===== src/rtl/xfer_pkg.sv =====
package xfer_pkg;
  localparam int LANE_W = 8;
  localparam int BUS_W  = 2 * LANE_W;

  typedef enum logic [1:0] {ST_IDLE = 2'd0, ST_READ = 2'd1, ST_WRITE = 2'd2} xfer_state_e;
  typedef enum logic [1:0] {SEL_CTRL = 2'd0, SEL_PERIPH = 2'd1, SEL_BUF = 2'd2, SEL_COUNT = 2'd3} cfg_sel_e;

  // Field order matches control byte bits 4 down to 1.
  typedef struct packed {
    logic hold_periph;
    logic word;
    logic hold_buf;
    logic to_periph;
  } xfer_ctrl_t;

  function automatic logic [1:0] step_of(input logic word);
    return word ? 2'd2 : 2'd1;
  endfunction

  function automatic logic [1:0] lane_mask(input logic word, input logic a0);
    if (word) return 2'b11;
    return a0 ? 2'b10 : 2'b01;
  endfunction

  function automatic logic [BUS_W-1:0] pick_data(input logic word, input logic a0,
                                                 input logic [BUS_W-1:0] rd);
    logic [LANE_W-1:0] b;
    b = a0 ? rd[BUS_W-1:LANE_W] : rd[LANE_W-1:0];
    return word ? rd : {b, b};
  endfunction
endpackage


===== src/rtl/xfer_regs.sv =====
module xfer_regs
  import xfer_pkg::*;
#(
  parameter int ADDR_W = 24,
  parameter int CNT_W  = 16,
  parameter int WIN_W  = 16
) (
  input  logic              clk,
  input  logic              rst_n,
  input  logic              cfg_we,
  input  logic [1:0]        cfg_sel,
  input  logic [ADDR_W-1:0] cfg_wdata,
  input  logic              xfer_fin,
  output xfer_ctrl_t        ctrl,
  output logic [ADDR_W-1:0] periph_ptr,
  output logic [ADDR_W-1:0] buf_ptr,
  output logic              count_zero,
  output logic              count_one,
  output logic              done
);
  localparam int HI_W = ADDR_W - WIN_W;

  logic [CNT_W-1:0] count;

  function automatic logic [ADDR_W-1:0] adv_periph(input logic [ADDR_W-1:0] p, input logic word);
    return p + ADDR_W'(step_of(word));
  endfunction

  function automatic logic [ADDR_W-1:0] adv_buf(input logic [ADDR_W-1:0] p, input logic word);
    logic [WIN_W-1:0] lo;
    lo = p[WIN_W-1:0] + WIN_W'(step_of(word));
    return {p[ADDR_W-1:WIN_W], lo};
  endfunction

  assign count_zero = (count == '0);
  assign count_one  = (count == CNT_W'(1));

  always_ff @(posedge clk) begin
    if (!rst_n) begin
      ctrl       <= '0;
      periph_ptr <= '0;
      buf_ptr    <= '0;
      count      <= '0;
      done       <= 1'b0;
    end else begin
      if (xfer_fin) begin
        if (!ctrl.hold_periph) periph_ptr <= adv_periph(periph_ptr, ctrl.word);
        if (!ctrl.hold_buf)    buf_ptr    <= adv_buf(buf_ptr, ctrl.word);
        count <= count - CNT_W'(1);
        if (count_one) done <= 1'b1;
      end
      if (cfg_we) begin
        case (cfg_sel_e'(cfg_sel))
          SEL_CTRL:   ctrl       <= xfer_ctrl_t'(cfg_wdata[4:1]);
          SEL_PERIPH: periph_ptr <= cfg_wdata;
          SEL_BUF:    buf_ptr    <= cfg_wdata;
          SEL_COUNT: begin
            count <= cfg_wdata[CNT_W-1:0];
            done  <= 1'b0;
          end
          default: ;
        endcase
      end
    end
  end

  assert_periph_hold_R1: assert property (@(posedge clk) disable iff (!rst_n)
    (xfer_fin && ctrl.hold_periph && !cfg_we) |=> $stable(periph_ptr));

  assert_buf_upper_kept_R3: assert property (@(posedge clk) disable iff (!rst_n)
    (xfer_fin && !cfg_we) |=> (buf_ptr[ADDR_W-1:WIN_W] == $past(buf_ptr[ADDR_W-1:WIN_W])));

  assert_count_step_R8: assert property (@(posedge clk) disable iff (!rst_n)
    (xfer_fin && !cfg_we) |=> (count == $past(count) - CNT_W'(1)));

  logic [HI_W-1:0] unused_hi;
  assign unused_hi = '0;
endmodule


===== src/rtl/xfer_seq.sv =====
module xfer_seq
  import xfer_pkg::*;
(
  input  logic        clk,
  input  logic        rst_n,
  input  logic        irq_req,
  input  logic        count_zero,
  input  logic        count_one,
  output xfer_state_e state,
  output logic        start_ev,
  output logic        fwd_ev,
  output logic        fin_ev,
  output logic        irq_ack,
  output logic        cpu_irq
);
  logic pending;
  logic want;

  assign want     = irq_req | pending;
  assign start_ev = (state == ST_IDLE) && want && !count_zero;
  assign fwd_ev   = (state == ST_IDLE) && want && count_zero;
  assign fin_ev   = (state == ST_WRITE);
  assign irq_ack  = (state == ST_READ);

  always_ff @(posedge clk) begin
    if (!rst_n) begin
      state   <= ST_IDLE;
      pending <= 1'b0;
      cpu_irq <= 1'b0;
    end else begin
      cpu_irq <= fwd_ev | (fin_ev & count_one);
      if (state == ST_IDLE) pending <= 1'b0;
      else                  pending <= pending | irq_req;
      case (state)
        ST_IDLE:  if (start_ev) state <= ST_READ;
        ST_READ:  state <= ST_WRITE;
        ST_WRITE: state <= ST_IDLE;
        default:  state <= ST_IDLE;
      endcase
    end
  end

  assert_pending_served_R9: assert property (@(posedge clk) disable iff (!rst_n)
    (fin_ev && (pending || irq_req)) |=> (start_ev || fwd_ev));

  assert_forward_no_bus_R10: assert property (@(posedge clk) disable iff (!rst_n)
    fwd_ev |=> (cpu_irq && state == ST_IDLE));
endmodule


===== src/rtl/xfer_lane.sv =====
module xfer_lane
  import xfer_pkg::*;
#(
  parameter int ADDR_W = 24
) (
  input  logic              clk,
  input  logic              rst_n,
  input  xfer_state_e       state,
  input  logic              word,
  input  logic              to_periph,
  input  logic [ADDR_W-1:0] periph_ptr,
  input  logic [ADDR_W-1:0] buf_ptr,
  input  logic [BUS_W-1:0]  bus_rdata,
  output logic [ADDR_W-1:0] bus_addr,
  output logic [1:0]        bus_be,
  output logic              bus_rd,
  output logic              bus_wr,
  output logic [BUS_W-1:0]  bus_wdata
);
  logic [ADDR_W-1:0] src, dst;
  logic [BUS_W-1:0]  hold;

  assign src       = to_periph ? buf_ptr : periph_ptr;
  assign dst       = to_periph ? periph_ptr : buf_ptr;
  assign bus_rd    = (state == ST_READ);
  assign bus_wr    = (state == ST_WRITE);
  assign bus_addr  = bus_wr ? dst : src;
  assign bus_be    = (bus_rd || bus_wr) ? lane_mask(word, bus_addr[0]) : 2'b00;
  assign bus_wdata = hold;

  always_ff @(posedge clk) begin
    if (!rst_n)      hold <= '0;
    else if (bus_rd) hold <= pick_data(word, src[0], bus_rdata);
  end

  assert_strobes_exclusive_R7: assert property (@(posedge clk) disable iff (!rst_n)
    !(bus_rd && bus_wr));

  assert_read_then_write_R7: assert property (@(posedge clk) disable iff (!rst_n)
    bus_rd |=> bus_wr);

  assert_byte_one_lane_R6: assert property (@(posedge clk) disable iff (!rst_n)
    ((bus_rd || bus_wr) && !word) |-> ($countones(bus_be) == 1));
endmodule


===== src/rtl/irq_xfer_engine.sv =====
module irq_xfer_engine
  import xfer_pkg::*;
#(
  parameter int ADDR_W = 24,
  parameter int CNT_W  = 16,
  parameter int WIN_W  = 16
) (
  input  logic              clk,
  input  logic              rst_n,
  input  logic              cfg_we,
  input  logic [1:0]        cfg_sel,
  input  logic [ADDR_W-1:0] cfg_wdata,
  input  logic              irq_req,
  output logic              irq_ack,
  output logic              cpu_irq,
  output logic              done,
  output logic [ADDR_W-1:0] bus_addr,
  output logic [1:0]        bus_be,
  output logic              bus_rd,
  output logic              bus_wr,
  output logic [BUS_W-1:0]  bus_wdata,
  input  logic [BUS_W-1:0]  bus_rdata
);
  xfer_ctrl_t        ctrl;
  logic [ADDR_W-1:0] periph_ptr, buf_ptr;
  logic              count_zero, count_one;
  xfer_state_e       state;
  logic              start_ev, fwd_ev, fin_ev;

  xfer_regs #(.ADDR_W(ADDR_W), .CNT_W(CNT_W), .WIN_W(WIN_W)) u_regs (
    .clk(clk), .rst_n(rst_n), .cfg_we(cfg_we), .cfg_sel(cfg_sel), .cfg_wdata(cfg_wdata),
    .xfer_fin(fin_ev), .ctrl(ctrl), .periph_ptr(periph_ptr), .buf_ptr(buf_ptr),
    .count_zero(count_zero), .count_one(count_one), .done(done)
  );

  xfer_seq u_seq (
    .clk(clk), .rst_n(rst_n), .irq_req(irq_req), .count_zero(count_zero),
    .count_one(count_one), .state(state), .start_ev(start_ev), .fwd_ev(fwd_ev),
    .fin_ev(fin_ev), .irq_ack(irq_ack), .cpu_irq(cpu_irq)
  );

  xfer_lane #(.ADDR_W(ADDR_W)) u_lane (
    .clk(clk), .rst_n(rst_n), .state(state), .word(ctrl.word), .to_periph(ctrl.to_periph),
    .periph_ptr(periph_ptr), .buf_ptr(buf_ptr), .bus_rdata(bus_rdata),
    .bus_addr(bus_addr), .bus_be(bus_be), .bus_rd(bus_rd), .bus_wr(bus_wr),
    .bus_wdata(bus_wdata)
  );

  assert_done_raises_irq_R8: assert property (@(posedge clk) disable iff (!rst_n)
    $rose(done) |-> cpu_irq);

  assert_start_acks_R7: assert property (@(posedge clk) disable iff (!rst_n)
    start_ev |=> (irq_ack && bus_rd));
endmodule


===== config.mk =====
export PLATFORM = sky130hd
export DESIGN_NAME = irq_xfer_engine
export DESIGN_NICKNAME = d
export VERILOG_FILES = /design/src/rtl/xfer_pkg.sv /design/src/rtl/xfer_regs.sv /design/src/rtl/xfer_seq.sv /design/src/rtl/xfer_lane.sv /design/src/rtl/irq_xfer_engine.sv
export SDC_FILE = /design/constraint.sdc
export NUM_CORES = 1
export LEC_CHECK = 0
export ABC_AREA = 1
export BUFFER_PORTS_ARGS = -buffer_cell sky130_fd_sc_hd__buf_2
export CAP_MARGIN = 0
export CORE_MARGIN = 3
export CORE_UTILIZATION = 45
export DETAILED_ROUTE_END_ITERATION = 7
export HOLD_SLACK_MARGIN = 0.03
export PLACE_DENSITY = 0.66
export SYNTH_ARGS = -nofsm -noshare
export SYNTH_HDL_FRONTEND = slang
export SYNTH_SLANG_ARGS = --single-unit

===== constraint.sdc =====
create_clock -name clk -period 7 [get_ports clk]
set_input_delay 0.35 -clock clk [delete_from_list [all_inputs] [get_ports clk]]
set_output_delay 0.35 -clock clk [all_outputs]
set_load 0.02 [all_outputs]

==> results of run 1 <==
[flip-flops by register name (all words and copies together), names as in the netlist]
name               flops
u_regs.ctrl            4
u_lane.bus_wdata      16
u_regs.periph_ptr     24
u_seq.pending          1
u_regs.done            1
u_seq.state            2
u_regs.count          16
u_seq.cpu_irq          1
u_regs.buf_ptr        24
[power by group through the flow]
stage | Combinational [mW] | Sequential (mW) | Clock (mW)
6_report | 0.650 | 0.673 | 0.565
5_1_grt | 0.736 | 0.686 | 0.594
4_1_cts | 0.652 | 0.672 | 0.574
3_5_place_dp | 0.649 | 0.681 | 0
3_3_place_gp | 0.646 | 0.682 | 0
2_1_floorplan | 0.438 | 0.703 | 0
[metal layers]
layer | up-vias | GRT usage (%) | part of all wire (%)
met5 | - | 0 | 0
met2 | 166 | 38.3 | 46
li1 | 2848 | - | -
met3 | 15 | 5.81 | 6.8
met4 | 0 | 5.07 | 0.97
met1 | 2467 | 32.5 | 47
[placed cells by master, fill, tap and decap left out, drive strengths merged]
master	instances
clkbuf	11
a211oi	4
clkinv	2
buf	95
mux2	1
nand4	11
nor3	9
inv	149
o32ai	1
nand3b	5
nand2	200
a32oi	2
xor2	10
ha	10
clkinvlp	1
a21oi	33
fa	2
a31oi	16
or2	2
nor2	84
bufinv	3
o22ai	17
dfxtp	89
xnor2	2
nand3	64
o21ai	100
[worst paths after layout]
| kind | start | endpoint | slack (ns) | cells after the start |
|---|---|---|---|---|
| setup reg to reg | u_regs.ctrl[2]$_SDFFE_PN0P_ | u_regs.periph_ptr[18]$_SDFF_PN0_ | 4.10 | 12 |
| hold reg to reg | u_regs.done$_SDFF_PN0_ | u_regs.done$_SDFF_PN0_ | 0.45 | 2 |
| setup / recovery | u_seq.state[0]$_SDFFE_PN0P_ | bus_be[1] | 3.79 | 7 |
| hold / removal | cfg_wdata[19] | u_regs.buf_ptr[19]$_SDFFE_PN0P_ | 0.26 | 3 |
[cells by family after synthesis]
kind of cell             count (synthesis)
flip-flops                              89
buffers and inverters                  178
AND/OR/NAND/NOR                        375
multiplexers                             1
AO/OA/AOI/OAI                          173
adder cells (fa/ha/maj)                 12
XOR/XNOR                                12
[worst reg2reg max path: cells and delay by family (launching register included)]
kind,cells,cell delay [ns]
buffers and inverters,3,0.46
DFF,1,0.89
adders and majority gates,1,0.51
and+or+nand+nor,8,0.93
[synth_stat cells (4+ instances only)]
cell / count / area (sq um)
buf_1: 4 / 15.0
o21ai_0: 98 / 490
nand2_1: 199 / 747
nor2_4: 4 / 45.0
buf_2: 8 / 40.0
nand4_1: 11 / 68.8
a31oi_1: 16 / 100
clkbuf_1: 14 / 52.6
nor2_1: 79 / 297
inv_1: 147 / 552
ha_1: 10 / 125
dfxtp_1: 89 / 1780
o22ai_1: 17 / 106
nand3_1: 63 / 315
xor2_1: 10 / 87.6
nor3_1: 9 / 45.0
nand3b_1: 5 / 37.5
a21oi_1: 33 / 165
a211oi_1: 4 / 30.0
[layout make-up]
type | count | area (sq um) | share of cell area, %
flip-flops and latches | 89 | 1780 | 28.8
clock buffers | 11 | 243 | 3.92
repair buffers | 95 | 483 | 7.80
multi-input cells | 573 | 2840 | 45.9
well taps | 140 | 175 | 2.83
inverters | 150 | 566 | 9.13
clock inverters | 5 | 103 | 1.66
==> reports/qor.yml, run 1 <==
outcome: "completed"
synthArstFlopShare_pct: 0
ys_ff_latch: 89
initial_core_util_pct: 47.4
synth-adder-area-share_pct: 3.12
yosys.area_share.simple_pct: 30.4
worstSetupPathType: "reg -> out"
antenna_found_initial: 0
seqPwrFrac_pct: 35.6
crit_path_top_delay_cell: "xor2_4"
fill_cells: 1171
setup_viol: 0
numCtsBuffers: 9
pwr-share-clk_pct: 29.9
p_sw_share_pct: 38.2
layout-drive-gt1-share_pct: 13.1
synth_top_family_by_area: "simple AND/OR/NAND/NOR gates"
dp_hpwl_mm: 11.3
routed_wl_mm: 15.3
cts_setup_buffers: 0
post-route-drc-count: 0
grt_pass1_wl_mm: 24.8
drt_iter0_drc: 410
post-place-cells: 1047
hold_class: "in -> reg"
setup_slack_ns: 3.79
timing.critical_path.buf_inv: 3
p_per_area_nw_per_um2: 305
syn_inst: 840
synthToLayoutAreaGrowth_pct: 16.9
p_leak_nw: 3.11
die_x_microns: 114
gp_congestion: 0.901
h-tree-depth: 3
crit_path_end_kind: "output port"
stdcell_count: 1063
synth_area_per_cell_sq_um: 6.30
fin_nets: 976
synth.distinct_cells: 34
setup_tns_ns: 0
dpl-instance-area_sq_um: 5850
grt_pass1_vias: 5114
synthXorXnorAreaFrac_pct: 1.98
grt_max_degree: 48
rsz0062_at_grt: "false"
startpoint_type: "register"
dieHeight_microns: 114
crit_family: "XOR/XNOR gates"
max-clock-path-buffers: 2
crit_chain: "inv_1, ha_1, xor2_4, o21ai_0, o21ai_0, inv_1, buf_2"
period_needed_ns: 3.21
synthesis.area_sq_um: 5300
timing.fmax_ghz: 0.312
crit_path_max_fanout: 47
ys_warn_count: 0
min_period_over_period_pct: 45.9
fin_util_pct: 55.4
clkTransAtPathRegs_ns: 0.06
synth_compound_area_share_pct: 17.5
insertion_delay_ns: 0.35
critPathMaxStageDelay_ns: 0.82
synth-edff-count: 0
hold_viol: 0
portBuffers: 92
routedWlPerCell_microns: 14.4
ioPinCount: 93
cts_tree: "yes"
cts.sinks: 89
drv_cap: 0
muxShareOfSynthArea_pct: 0.213
num_rows: 38
fin_skew_ns: 0.00544
preCtsSetupSlack_ns: 4.14
vdd_drop_max_mv: 0.199
p_sw_mw: 0.722
grt-ovfl-total: 0
synth-main-ff-cell: "dfxtp_1"
firstDrtPassIters: 5
dieArea_sq_um: 13100
cts-hold-fix-buffers: 0
final_area_sq_um: 6190
total_power_mw: 1.89
hold_slack_ns: 0.261
antenna_left: 0
antenna_cells: 0
power_frac_comb_pct: 34.4
core-area_sq_um: 11200
num_vias: 5496
synth_nets: 898
internal_power_mw: 1.17
grt_usage_pct: 23.8
yosysSeqAreaShare_pct: 33.6
finalMaxSlewViolations: 0
worst_pin_slew_ns: 1.01
cts_root_buf: "clkbuf_16"
arrival_ns: 2.86
relSlewSlack_pct: 32.5
cp.required_ns: 6.65
cts_resized: 0
via_per_inst: 5.17
(Power assumes the default switching activity.)
==> run 2, diff against run 1 <==
--- a/config.mk
+++ b/config.mk
@@ -5,14 +5,14 @@
 export SDC_FILE = /design/constraint.sdc
 export NUM_CORES = 1
 export LEC_CHECK = 0
-export ABC_AREA = 1
+export ABC_AREA = 0
 export BUFFER_PORTS_ARGS = -buffer_cell sky130_fd_sc_hd__buf_2
 export CAP_MARGIN = 0
 export CORE_MARGIN = 3
 export CORE_UTILIZATION = 45
 export DETAILED_ROUTE_END_ITERATION = 7
 export HOLD_SLACK_MARGIN = 0.03
-export PLACE_DENSITY = 0.66
+export PLACE_DENSITY = 0.67
 export SYNTH_ARGS = -nofsm -noshare
 export SYNTH_HDL_FRONTEND = slang
 export SYNTH_SLANG_ARGS = --single-unit
==> constraint.sdc (replaced) <==
create_clock -name clk -period 3.2 [get_ports clk]
set_input_delay 0.16 -clock clk [delete_from_list [all_inputs] [get_ports clk]]
set_output_delay 0.16 -clock clk [all_outputs]
set_load 0.02 [all_outputs]
==> run 2 against run 1 <==
  * Clock power grew 39%
  * Synthesized area shrank 10%
  * Register-to-register slack lost 3.3 ns
  * Core utilization shrank 0.64 points
  * Routed wire length shrank 24%
  * Cell area shrank 11%
  * Sequential cell count is the same
  * Sequential share of layout area grew 3.6 points
  * Synthesized cell count shrank 34%
  * Combinational power grew 11%
  * Clock skew grew 0.0055 ns
  * Global-route usage shrank 3.8 points
==> reports/qor.yml, run 2 <==
dpl-instance-area_sq_um: 5300
routed_wl_mm: 11.6
gp_congestion: 0.843
p_sw_mw: 0.922
p_per_area_nw_per_um2: 511
antenna_left: 0
synth_top_area_share_pct: 37.5
synth_common_cells: "dfxtp_1 (89), o21ai_0 (69), a21oi_1 (59)"
ys_ff_latch: 89
synthToLayoutAreaGrowth_pct: 15.7
hold_class: "in -> reg"
stdcell_count: 769
synth.distinct_cells: 50
post-place-cells: 753
ff2ff_setup_slack_ns: 0.77
hold_slack_ns: 0.0664
synth-main-ff-cell: "dfxtp_1"
layout_common_cells: "buf_2 (92), dfxtp_1 (89), o21ai_0 (69), a21oi_1 (59), nand2_1 (49)"
num_vias: 4159
clkTransAtPathRegs_ns: 0.09
die_x_microns: 109
p_leak_nw: 2.43
grt_max_degree: 49
yosys.area.top_type: "dfxtp_1"
grt-ovfl-total: 0
setup_tns_ns: 0
period_needed_ns: 2.43
firstDrtPassIters: 4
preCtsSetupSlack_ns: 0.764
synth_most_common_cell: "dfxtp_1"
hold_depth: 3
ioPinCount: 93
r2r_start: "u_regs.ctrl[2]$_SDFFE_PN0P_"
yosysSeqAreaShare_pct: 37.5
rsz0062_at_grt: "false"
layout-drive-gt1-share_pct: 22.8
grt_pass1_wl_mm: 19.2
numCtsBuffers: 9
crit_path_end_kind: "register"
post-route-drc-count: 0
reg_top3: "u_regs.buf_ptr x24, u_regs.periph_ptr x24"
vdd_drop_max_mv: 0.235
syn_inst: 556
hold_viol: 0
routedWlPerCell_microns: 15.1
grt_usage_pct: 20.1
relSlewSlack_pct: 33.7
min_period_over_period_pct: 76.0
antenna_cells: 0
final_common_cell: "buf_2"
power_frac_comb_pct: 25.7
dieHeight_microns: 109
seqPwrFrac_pct: 46.4
antenna_found_initial: 0
worst_pin_slew_ns: 0.992
outcome: "completed"
pwr-share-clk_pct: 27.9
timing.fmax_ghz: 0.411
p_sw_share_pct: 32.8
cts_tree: "yes"
via_per_inst: 5.41
insertion_delay_ns: 0.35
cts_setup_buffers: 0
synth-edff-count: 0
arrival_ns: 2.64
final_area_sq_um: 5500
total_power_mw: 2.81
setup_viol: 0
hold_end: "u_regs.buf_ptr[16]$_SDFFE_PN0P_"
cts_resized: 0
fin_skew_ns: 0.0109
worstSetupPathType: "reg -> reg"
cts.sinks: 89
initial_core_util_pct: 47.3
core-area_sq_um: 10000
fin_nets: 689
dieArea_sq_um: 11800
h-tree-depth: 3
fin_util_pct: 54.8
cts_root_buf: "clkbuf_8"
grt_pass1_vias: 3966
cp.required_ns: 3.41
synthArstFlopShare_pct: 0
synth_nets: 614
setup_slack_ns: 0.769
cts-hold-fix-buffers: 0
dp_hpwl_mm: 8.32
max-clock-path-buffers: 2
finalMaxSlewViolations: 0
synth_area_per_cell_sq_um: 8.55
drt_iter0_drc: 235
startpoint_type: "register"
r2r_cells: 9
synth_area_leaders: "dfxtp_1 (37%), o21ai_0 (7.3%), a21oi_1 (6.2%), mux2_2 (5.0%), xor2_1 (5.0%)"
worstReg2RegEnd: "u_regs.periph_ptr[22]$_SDFF_PN0_"
internal_power_mw: 1.89
drv_cap: 0
crit_path_max_fanout: 6
num_rows: 36
portBuffers: 92
min_from: "cfg_wdata[16]"
synthesis.area_sq_um: 4760
ys_warn_count: 0
## run 2: cell types whose count changed after synthesis, sizes merged, moves of 17 or more
cell    previous run  this run
mux2               1        21
xnor2              2        23
o22ai             17         0
nand3             64        16
xor2              10        27
nor2              84        35
clkbuf            14        31
o21ai            100        70
inv              149        13
a21oi             33        59
nand2            200        49
## run 2: worst max-delay path, cell delays in order, from the launching register on
cell and delay [ns]:
dfxtp_1 0.32, inv_1 0.21, ha_1 0.22, inv_1 0.05
fa_1 0.40, nand4bb_1 0.22, nor4_2 0.46, nand4_1 0.17
xor2_1 0.17, a21oi_1 0.08
## run 2: layout make-up
cell class | count | area, sq um
timing repair buffer | 99 | 513
clock inverter | 4 | 52.6
multi-input combinational | 419 | 2790
tap | 133 | 166
sequential | 89 | 1780
clock buffer | 12 | 145
fill | 948 | 4540
inverter | 13 | 48.8
## run 2: layer usage
layer | GRT usage, % | routed length (microns) | share of wire (%)
met4 | 5.59 | 106 | 0.91
met2 | 33.1 | 5380 | 46
met5 | 0 | 0 | 0
met3 | 2.78 | 428 | 3.7
met1 | 27.5 | 5690 | 49
## run 2: power by group through the flow
| stage | combinational [mW] | clock (mW) | sequential (mW) |
|---|---|---|---|
| after floorplan | 0.468 | 0 | 1.37 |
| after global placement | 0.716 | 0 | 1.32 |
| after detailed placement | 0.727 | 0 | 1.33 |
| after CTS | 0.731 | 0.800 | 1.30 |
| after global routing | 0.802 | 0.844 | 1.32 |
| final | 0.723 | 0.785 | 1.31 |
## run 2: kinds of logic after synthesis
family	synth area share, %
fa+ha+maj	3.47
compound gates	19.3
buf+inv	3.95
xor+xnor	9.21
flops	37.5
simple gates	18.2
mux	8.42
## run 2: worst max-delay path by stage
stage,startpoint,end,slack (ns)
after floorplan,u_seq.state[0]$_SDFFE_PN0P_,bus_be[0],0.78
after global placement,u_regs.ctrl[2]$_SDFFE_PN0P_,u_regs.periph_ptr[22]$_SDFF_PN0_,0.86
after detailed placement,u_regs.ctrl[2]$_SDFFE_PN0P_,u_regs.periph_ptr[22]$_SDFF_PN0_,0.76
after CTS,u_regs.ctrl[2]$_SDFFE_PN0P_,u_regs.periph_ptr[22]$_SDFF_PN0_,0.73
after global routing,u_regs.ctrl[2]$_SDFFE_PN0P_,u_regs.periph_ptr[18]$_SDFF_PN0_,0.46
final,u_regs.ctrl[2]$_SDFFE_PN0P_,u_regs.periph_ptr[22]$_SDFF_PN0_,0.77
